`src/rtl/qpp_pkg.sv`:
```
package qpp_pkg;
  parameter int DEF_ADDR_W = 13;

  typedef struct packed {
    logic load;
    logic advance;
  } qpp_strobe_t;

  typedef enum logic {
    ST_IDLE = 1'b0,
    ST_RUN  = 1'b1
  } qpp_state_t;
endpackage

```
`src/rtl/qpp_mod_add.sv`:
```
module qpp_mod_add #(
  parameter int W = 13
) (
  input  logic [W-1:0] aIn,
  input  logic [W-1:0] bIn,
  input  logic [W-1:0] modIn,
  output logic [W-1:0] sumOut
);
  // Both operands are below modIn, so one conditional subtraction suffices.
  logic [W:0] rawSum;
  logic [W:0] modWide;
  logic [W:0] reduced;

  assign rawSum  = {1'b0, aIn} + {1'b0, bIn};
  assign modWide = {1'b0, modIn};
  assign reduced = rawSum - modWide;
  assign sumOut  = (rawSum >= modWide) ? reduced[W-1:0] : rawSum[W-1:0];
endmodule

```
`src/rtl/qpp_ctrl.sv`:
```
module qpp_ctrl
  import qpp_pkg::*;
(
  input  logic        clk,
  input  logic        rstN,
  input  logic        startIn,
  input  logic        stepIn,
  input  logic        atLast,
  output qpp_strobe_t strobes,
  output logic        validOut,
  output logic        lastOut
);
  qpp_state_t stateQ, stateD;

  always_comb begin
    stateD = stateQ;
    strobes.load    = startIn;
    strobes.advance = 1'b0;
    if (startIn) begin
      stateD = ST_RUN;
    end else if (stateQ == ST_RUN && stepIn) begin
      if (atLast) stateD = ST_IDLE;
      else        strobes.advance = 1'b1;
    end
  end

  always_ff @(posedge clk or negedge rstN) begin
    if (!rstN) stateQ <= ST_IDLE;
    else       stateQ <= stateD;
  end

  assign validOut = (stateQ == ST_RUN);
  assign lastOut  = validOut && atLast;
endmodule

```
`src/rtl/qpp_datapath.sv`:
```
module qpp_datapath
  import qpp_pkg::*;
#(
  parameter int W = DEF_ADDR_W
) (
  input  logic        clk,
  input  logic        rstN,
  input  qpp_strobe_t strobes,
  input  logic [W-1:0] kIn,
  input  logic [W-1:0] f1In,
  input  logic [W-1:0] f2In,
  output logic [W-1:0] addrOut,
  output logic [W-1:0] idxOut,
  output logic        atLast
);
  localparam int RED_STAGES = 2;
  localparam int SW = W + 2;

  logic [W-1:0] kQ, kLastQ, incQ, dblQ;
  logic [W-1:0] addrQ, idxQ, lamQ;
  logic [W-1:0] incNew, dblNew, lamNext, addrNext;

  // Constants reduced once at start
  qpp_mod_add #(.W(W)) uIncRed (.aIn(f1In), .bIn(f2In), .modIn(kIn), .sumOut(incNew));
  qpp_mod_add #(.W(W)) uDblRed (.aIn(f2In), .bIn(f2In), .modIn(kIn), .sumOut(dblNew));

  // Auxiliary term update
  qpp_mod_add #(.W(W)) uLamRed (.aIn(lamQ), .bIn(dblQ), .modIn(kQ), .sumOut(lamNext));

  // Three-operand sum, reduced by cascaded conditional subtraction
  logic [SW-1:0] kWide;
  logic [SW-1:0] redStage [RED_STAGES+1];

  assign kWide       = {2'b00, kQ};
  assign redStage[0] = {2'b00, addrQ} + {2'b00, incQ} + {2'b00, lamQ};

  for (genvar g = 0; g < RED_STAGES; g++) begin : gRed
    logic [SW-1:0] diff;
    assign diff          = redStage[g] - kWide;
    assign redStage[g+1] = (redStage[g] >= kWide) ? diff : redStage[g];
  end

  assign addrNext = redStage[RED_STAGES][W-1:0];

  always_ff @(posedge clk or negedge rstN) begin
    if (!rstN) begin
      kQ     <= '0;
      kLastQ <= '0;
      incQ   <= '0;
      dblQ   <= '0;
      addrQ  <= '0;
      idxQ   <= '0;
      lamQ   <= '0;
    end else if (strobes.load) begin
      kQ     <= kIn;
      kLastQ <= kIn - W'(1);
      incQ   <= incNew;
      dblQ   <= dblNew;
      addrQ  <= '0;
      idxQ   <= '0;
      lamQ   <= '0;
    end else if (strobes.advance) begin
      addrQ <= addrNext;
      lamQ  <= lamNext;
      idxQ  <= idxQ + W'(1);
    end
  end

  assign addrOut = addrQ;
  assign idxOut  = idxQ;
  assign atLast  = (idxQ == kLastQ);
endmodule

```
`src/rtl/qpp_addr_gen.sv`:
```
module qpp_addr_gen
  import qpp_pkg::*;
#(
  parameter int ADDR_W = DEF_ADDR_W
) (
  input  logic              clk,
  input  logic              rstN,
  input  logic              startIn,
  input  logic [ADDR_W-1:0] kIn,
  input  logic [ADDR_W-1:0] f1In,
  input  logic [ADDR_W-1:0] f2In,
  input  logic              stepIn,
  output logic [ADDR_W-1:0] addrOut,
  output logic [ADDR_W-1:0] idxOut,
  output logic              validOut,
  output logic              lastOut
);
  qpp_strobe_t strobes;
  logic        atLast;

  qpp_ctrl uCtrl (
    .clk(clk), .rstN(rstN), .startIn(startIn), .stepIn(stepIn),
    .atLast(atLast), .strobes(strobes), .validOut(validOut), .lastOut(lastOut)
  );

  qpp_datapath #(.W(ADDR_W)) uPath (
    .clk(clk), .rstN(rstN), .strobes(strobes), .kIn(kIn), .f1In(f1In),
    .f2In(f2In), .addrOut(addrOut), .idxOut(idxOut), .atLast(atLast)
  );
endmodule

```
`config.mk`:
```
export PLATFORM = sky130hd
export DESIGN_NAME = qpp_addr_gen
export DESIGN_NICKNAME = d
export VERILOG_FILES = /design/src/rtl/qpp_pkg.sv /design/src/rtl/qpp_mod_add.sv /design/src/rtl/qpp_ctrl.sv /design/src/rtl/qpp_datapath.sv /design/src/rtl/qpp_addr_gen.sv
export SDC_FILE = /design/constraint.sdc
export NUM_CORES = 1
export LEC_CHECK = 0
export BUFFER_PORTS_ARGS = -buffer_cell sky130_fd_sc_hd__buf_2
export CAP_MARGIN = 20
export CORE_MARGIN = 4
export CORE_UTILIZATION = 58
export CTS_BUF_LIST = sky130_fd_sc_hd__clkbuf_8
export DETAILED_ROUTE_END_ITERATION = 8
export PLACE_DENSITY = 0.82
export SLEW_MARGIN = 10
export SYNTH_ARGS = -nofsm -noshare
export SYNTH_HDL_FRONTEND = slang
export SYNTH_SLANG_ARGS = --single-unit
```
`constraint.sdc`:
```
create_clock -name clk -period 7.1 [get_ports clk]
set_input_delay 0.355 -clock clk [delete_from_list [all_inputs] [get_ports clk]]
set_output_delay 0.355 -clock clk [all_outputs]
set_load 0.02 [all_outputs]
```
==> flow_metrics.env, run 1 <==
export IMPL_first_pass_iters=5
export IMPL_worst_slew_pin_slew_ns=1.12
export IMPL_seq_area_um2=2300
export IMPL_port_buffers=70
export IMPL_start_kind="flop"
export IMPL_path_clk_slew_ns=0.11
export IMPL_drive_gt1_share_pct=17.9
export IMPL_synth_top_family_by_area="compound AO/OA/AOI/OAI gates"
export IMPL_post_dp_hpwl_um=21600
export IMPL_fin_crit_sh_pct=99.7
export IMPL_crit_fanout=6
export IMPL_cts_max_level=3
export IMPL_finalHoldViolCount=0
export IMPL_cts_buffers_inserted=9
export IMPL_maxSlewHeadroom_pct=24.5
export IMPL_period_minus_slack_ns=7.08
export IMPL_synthDistinctLibCells=72
export IMPL_slowest_stage="dfrtp_1"
export IMPL_die_y_um=136
export IMPL_max_stage_delay_ns=0.43
export IMPL_path_class="flop to flop"
export IMPL_antenna_found_initial=0
export IMPL_synthXorXnorAreaFrac_pct=10.8
export IMPL_cts_max_path_buffers=2
export IMPL_arrival_ns=7.37
export IMPL_clock_skew_ns=0.0267
export IMPL_maxCapViolations=0
export IMPL_die_area_um2=18500
export IMPL_cts_root_buf="clkbuf_8"
export IMPL_synth_compound_area_share_pct=20.5
export IMPL_ys_ff_latch=92
export IMPL_fin_nets=1403
export IMPL_final_cell_mix="ha_1, nor2_1, a21oi_1"
export IMPL_drcViolationCount=0
export IMPL_holdWs_ns=0.198
export IMPL_drtAntennaViolNets=0
export IMPL_syn_to_final_growth_pct=15.4
export IMPL_synth_mux_area_fraction_pct=5.98
export IMPL_avgRoutedWirePerCell_um=19.1
export IMPL_setup_violations=0
export IMPL_grt_pass1_vias=8585
export IMPL_antenna_cells=0
export IMPL_wl_met2_um=12700
export IMPL_hold_start="kIn[5]"
export IMPL_cts_tree="done"
export IMPL_multi_input_area_um2=7110
export IMPL_grt_max_degree=81
export IMPL_rsz0062_at_grt="yes"
export IMPL_wl_met3_um=2200
export IMPL_outcome="finished clean"
export IMPL_syn_area_um2=9500
export IMPL_final_max_slew_violation_count=0
export IMPL_layout_commonest_cell="ha_1"
export IMPL_netlist_instances=1119
export IMPL_ys_warnings_count=0
export IMPL_routed_via_density=6.25
export IMPL_synthAdderAreaFrac_pct=17.6
export IMPL_highest_layer="met4"
export IMPL_die_w_um=136
export IMPL_synth_fp_nets=1290
export IMPL_endpoint_kind="flop"
export IMPL_drt_initial_drc_count=841
export IMPL_utilization_pct=68.8
export IMPL_wl_met1_um=11700
export IMPL_dr_total_vias=9083
export IMPL_hold_path_class="primary input to flop"
export IMPL_io_pin_count=71
export IMPL_cts_sinks=92
export IMPL_place_congestion=0.975
export IMPL_rows=46
export IMPL_max_freq_ghz=0.141
export IMPL_seq_area_frac_synth_pct=24.2
export IMPL_synthArstFlopShare_pct=100
export IMPL_avgSynthCellArea_um2=8.49
export IMPL_wirelength_um=27800
export IMPL_initial_utilization_pct=59.6
export IMPL_worstPathRequired_ns=7.39
export IMPL_yosys_area_share_simple_pct=17.3
export IMPL_grt_pass1_wl_um=43700
export IMPL_cp_startpoint="uPath.incQ[0]$_DFFE_PN0P_"
export IMPL_fp_coreArea_um2=15900
export IMPL_fill_cells=1247
export IMPL_grt_use_total_pct=30.0
export IMPL_synth_edf_count=0
export IMPL_gr_total_overflow=0
export IMPL_setup_tns_final_ns=0
export IMPL_timing_rr_start="uPath.incQ[0]$_DFFE_PN0P_"
export IMPL_clk_latency_ns=0.41
export IMPL_cpMostUsedCell="buf_4"
export IMPL_synth_ff_type="dfrtp_1"
-- logic make-up after synthesis --
kind of cell / Yosys count
mux: 55
xor+xnor: 117
buf+inv: 89
flops: 92
compound gates: 302
simple gates: 336
fa+ha+maj: 128
-- final cells by class --
| cell class | count | share of cell area, % |
|---|---|---|
| Multi-Input combinational cell | 938 | 64.8 |
| Sequential cell | 92 | 21.0 |
| Clock inverter | 7 | 0.731 |
| Tap cell | 216 | 2.47 |
| Timing Repair Buffer | 130 | 7.73 |
| Clock buffer | 9 | 1.13 |
| Inverter | 61 | 2.11 |
-- through the flow --
step                setup WS, ns  std cells  instance area (um^2)
finish                    0.0224       1453                 11000
detailed placement        -0.178       1411                 10300
global route              -0.400       1453                 11000
floorplan                 0.0352       1119                  9560
global placement          0.0336       1411                 10300
CTS                    0.0000897       1444                 10800
-- Yosys cell counts (6+ instances only) --
| cell type | count | share of area, % |
|---|---|---|
| or3_1 | 11 | 0.72 |
| nor4_1 | 9 | 0.59 |
| fa_1 | 9 | 1.9 |
| clkbuf_1 | 22 | 0.87 |
| o21ai_0 | 65 | 3.4 |
| nor3_1 | 22 | 1.2 |
| nor2b_1 | 17 | 1.1 |
| a31oi_1 | 9 | 0.59 |
| mux2i_1 | 41 | 4.3 |
| nand2b_1 | 8 | 0.53 |
| xnor2_1 | 81 | 7.5 |
| a21o_1 | 30 | 2.4 |
| xor2_1 | 36 | 3.3 |
| dfrtp_1 | 92 | 24 |
| nand2_1 | 69 | 2.7 |
| mux2_2 | 13 | 1.5 |
| o21bai_1 | 10 | 0.79 |
| a21oi_1 | 108 | 5.7 |
| and3_1 | 9 | 0.59 |
| nand4_1 | 25 | 1.6 |
| o211ai_1 | 6 | 0.47 |
| and2_1 | 8 | 0.53 |
| nand3_1 | 28 | 1.5 |
| nor2_1 | 107 | 4.2 |
| o21a_1 | 15 | 1.2 |
| inv_1 | 60 | 2.4 |
| ha_1 | 119 | 16 |
-- metal layers --
metal,track usage [%],vias up
li1,-,4292
met1,40.7,4305
met2,48.2,402
met3,4.40,84
met4,12.6,0
met5,0,-
-- state kept, by name, summed over array words and instances (netlist names) --
signal          flops
uPath.lamQ         13
uPath.addrOut      13
uPath.kLastQ       13
uPath.incQ         13
uCtrl.validOut      1
uPath.kQ           13
uPath.dblQ         13
uPath.idxOut       13
-- critical path, delay by kind of cell, from the launching register on --
family / cells / cell delay [ns]
buf+inv: 5 / 0.59
xor+xnor: 2 / 0.38
simple gates: 8 / 1.10
fa+ha+maj: 5 / 1.52
compound gates: 14 / 2.56
flops: 1 / 0.43
mux: 1 / 0.35
-- path summary, 6_finish.rpt --
kind / slack [ns] / depth (start not counted) / to
max reg2reg: 0.02 / 35 / uPath.addrOut[9]$_DFFE_PN0P_
max: 0.02 / 35 / uPath.addrOut[9]$_DFFE_PN0P_
min in group asynchronous: 0.33 / 2 / uPath.addrOut[8]$_DFFE_PN0P_
min: 0.20 / 3 / uPath.kQ[5]$_DFFE_PN0P_
min reg2reg: 0.51 / 2 / uPath.incQ[2]$_DFFE_PN0P_
max in group asynchronous: 5.87 / 4 / uPath.lamQ[1]$_DFFE_PN0P_
-- what timing repair did --
action | CTS | global route
gates resized for setup | 28 | 25
endpoints found under the setup margin | 13 | 13
hold endpoints to repair | 12 | 0
setup buffers | 16 | 9
pin swaps | 36 | 40
hold buffers | 1 | 0
Power of run 1 is not shown: default switching activity piles up to over one toggle a cycle in this logic, so the estimate is an artifact.
==> run 2: changes to the inputs <==
--- a/config.mk
+++ b/config.mk
@@ -15,4 +15,5 @@
 export SLEW_MARGIN = 10
 export SYNTH_ARGS = -nofsm -noshare
 export SYNTH_HDL_FRONTEND = slang
+export SYNTH_HIERARCHICAL = 1
 export SYNTH_SLANG_ARGS = --single-unit
==> constraint.sdc (replaced) <==
create_clock -name clk -period 5.8 [get_ports clk]
set_input_delay 0.29 -clock clk [delete_from_list [all_inputs] [get_ports clk]]
set_output_delay 0.29 -clock clk [all_outputs]
set_load 0.02 [all_outputs]
==> flow_metrics.env, run 2 <==
export IMPL_fp_coreArea_um2=18100
export IMPL_syn_area_um2=10800
export IMPL_crit_fanout=6
export IMPL_ys_warnings_count=6
export IMPL_avgSynthCellArea_um2=8.81
export IMPL_setup_tns_final_ns=-6.23
export IMPL_whs_endpoint="uCtrl/validOut$_DFFE_PN0P_"
export IMPL_layoutNonFillerInstCount=1632
export IMPL_outcome="finished with violations"
export IMPL_hold_start="stepIn"
export IMPL_synthArstFlopShare_pct=100
export IMPL_die_area_um2=20900
export IMPL_synth_edf_count=0
export IMPL_r2r_setup_slack_ns=-0.51
export IMPL_setup_violations=13
export IMPL_dr_total_vias=9986
export IMPL_routed_via_density=6.12
export IMPL_antenna_found_initial=0
export IMPL_avgRoutedWirePerCell_um=18.5
export IMPL_worstPathRequired_ns=6.07
export IMPL_timing_rr_start="uPath/addrOut[1]$_DFFE_PN0P_"
export IMPL_synth_ff_type="dfrtp_1"
export IMPL_ys_ff_latch=92
export IMPL_grt_use_total_pct=29.5
export IMPL_cts_root_buf="clkbuf_8"
export IMPL_timing_rr_end="uPath/addrOut[12]$_DFFE_PN0P_"
export IMPL_dp_cells=1604
export IMPL_layout_commonest_cell="ha_1"
export IMPL_port_buffers=70
export IMPL_violations="setup timing"
export IMPL_hold_path_class="primary input to flop"
export IMPL_die_y_um=145
export IMPL_drt_initial_drc_count=678
export IMPL_maxCapViolations=0
export IMPL_cts_max_path_buffers=2
export IMPL_reg2reg_depth=26
export IMPL_antenna_cells=0
export IMPL_period_minus_slack_ns=6.31
export IMPL_post_dp_hpwl_um=24100
export IMPL_synth_area_leader_cell="dfrtp_1"
export IMPL_synth_most_common_cell="ha_1"
export IMPL_synth_area_leaders="dfrtp_1, ha_1, mux2_2"
export IMPL_cts_tree="done"
export IMPL_io_pin_count=71
export IMPL_seq_area_frac_synth_pct=21.3
export IMPL_grt_max_degree=86
export IMPL_drcViolationCount=0
export IMPL_arrival_ns=6.58
export IMPL_rsz0062_at_grt="yes"
export IMPL_wirelength_um=30200
export IMPL_first_pass_iters=8
export IMPL_worst_slew_pin_slew_ns=0.928
export IMPL_endpoint_kind="flop"
export IMPL_final_setup_worst_slack_ns=-0.510
export IMPL_ys_top_cells_by_count="ha_1, inv_1, nor2_1"
export IMPL_syn_to_final_growth_pct=15.6
export IMPL_clk_latency_ns=0.39
export IMPL_cts_buffers_inserted=9
export IMPL_place_congestion=1.01
export IMPL_final_max_slew_violation_count=0
export IMPL_fin_nets=1582
export IMPL_max_freq_ghz=0.158
export IMPL_rows=49
export IMPL_path_clk_slew_ns=0.10
export IMPL_fin_crit_sh_pct=109
export IMPL_cts_max_level=3
export IMPL_grt_pass1_vias=9872
export IMPL_initial_utilization_pct=59.6
export IMPL_grt_pass1_wl_um=49000
export IMPL_drive_gt1_share_pct=23.9
export IMPL_die_w_um=145
export IMPL_gr_total_overflow=0
export IMPL_netlist_instances=1227
export IMPL_path_class="flop to flop"
export IMPL_finalHoldViolCount=0
export IMPL_synth_fp_nets=1410
export IMPL_drtAntennaViolNets=0
export IMPL_clock_skew_ns=0.0147
export IMPL_netlist_area_leader_share_pct=21.3
export IMPL_hold_depth=3
export IMPL_maxSlewHeadroom_pct=37.9
export IMPL_final_cell_mix="ha_1, buf_4, inv_1"
export IMPL_start_kind="flop"
export IMPL_post_place_ws_ns=-0.645
export IMPL_synthDistinctLibCells=84
export IMPL_cts_sinks=92
[run 2: changes by cell type after synthesis, sizes merged, moves of 13 or more]
cell,change
mux2i,-17
nand2,+14
inv,+48
nor2,-14
xor2,+13
a21oi,-22
fa,+13
a211oi,+14
xnor2,-23
mux2,+61
o211ai,+24
[run 2: area by class of cell]
| class | instances | area, um^2 |
|---|---|---|
| multi-input cells | 1001 | 8040 |
| fillers | 1429 | 5660 |
| flip-flops and latches | 92 | 2300 |
| repair buffers | 187 | 1250 |
| inverters | 108 | 405 |
| well taps | 229 | 287 |
| clock buffers | 9 | 124 |
| clock inverters | 6 | 72.6 |
[run 2: repair_timing]
action                                  CTS  global route
pin swaps                                 5            11
endpoints found under the setup margin   13            13
hold endpoints to repair                 40             0
hold buffers                              1             0
setup buffers                             9             3
resized for setup                         6            13
[run 2: metal layers]
layer / part of all wire (%) / track usage, % / wire length (um) / up-vias
li1: - / - / - / 4797
met1: 43 / 38.8 / 13100 / 4777
met2: 48 / 49.7 / 14400 / 333
met3: 5.4 / 4.00 / 1630 / 79
met4: 3.8 / 10.5 / 1160 / 0
met5: 0 / 0 / 0 / -
[run 2: kinds of logic after synthesis]
group | Yosys count | share of synthesized area, %
fa+ha+maj | 140 | 17.7
buf+inv | 134 | 5.50
mux | 99 | 10.1
simple gates | 340 | 16.4
flops | 92 | 21.3
xor+xnor | 107 | 8.67
compound gates | 315 | 20.4
[run 2: worst max-delay path by stage]
stage	from	to	slack (ns)	cells after the start
2_1_floorplan	uPath/addrOut[1]$_DFFE_PN0P_	uPath/addrOut[11]$_DFFE_PN0P_	-0.52	26
3_3_place_gp	uPath/addrOut[1]$_DFFE_PN0P_	uPath/addrOut[12]$_DFFE_PN0P_	-0.42	26
3_5_place_dp	uPath/addrOut[1]$_DFFE_PN0P_	uPath/addrOut[12]$_DFFE_PN0P_	-0.64	26
4_1_cts	uPath/addrOut[1]$_DFFE_PN0P_	uPath/addrOut[4]$_DFFE_PN0P_	-0.55	26
5_1_grt	uPath/addrOut[1]$_DFFE_PN0P_	uPath/addrOut[0]$_DFFE_PN0P_	-0.80	27
6_report	uPath/addrOut[1]$_DFFE_PN0P_	uPath/addrOut[12]$_DFFE_PN0P_	-0.51	26
[run 2: critical path: stages, from the launching register on]
cell and delay, ns:
dfrtp_2 0.38, inv_2 0.04, fa_1 0.54, inv_1 0.05, ha_2 0.19, fa_2 0.37, a211oi_4 0.25, o21ai_1 0.12
a21oi_2 0.18, xnor2_2 0.14, ha_1 0.27, and4_4 0.21, a2111oi_4 0.34, nand4b_1 0.15, o22ai_2 0.13, nor4b_4 0.27
buf_6 0.18, mux2i_4 0.26, ha_4 0.23, nor2b_4 0.12, o31a_2 0.29, or4_4 0.44, a311o_2 0.36, o21a_1 0.24
o21ai_4 0.19, buf_6 0.16, o211ai_1 0.10
[run 2: stage by stage]
stage	hold WS (ns)	util [%]	instance area, um^2
global route	0.178	68.8	12500
global placement	0.301	66.6	12100
detailed placement	0.311	66.6	12100
CTS	0.163	68.3	12400
floorplan	-0.00559	-	10800
finish	0.190	68.8	12500
Power of run 2 is left out for the same reason.
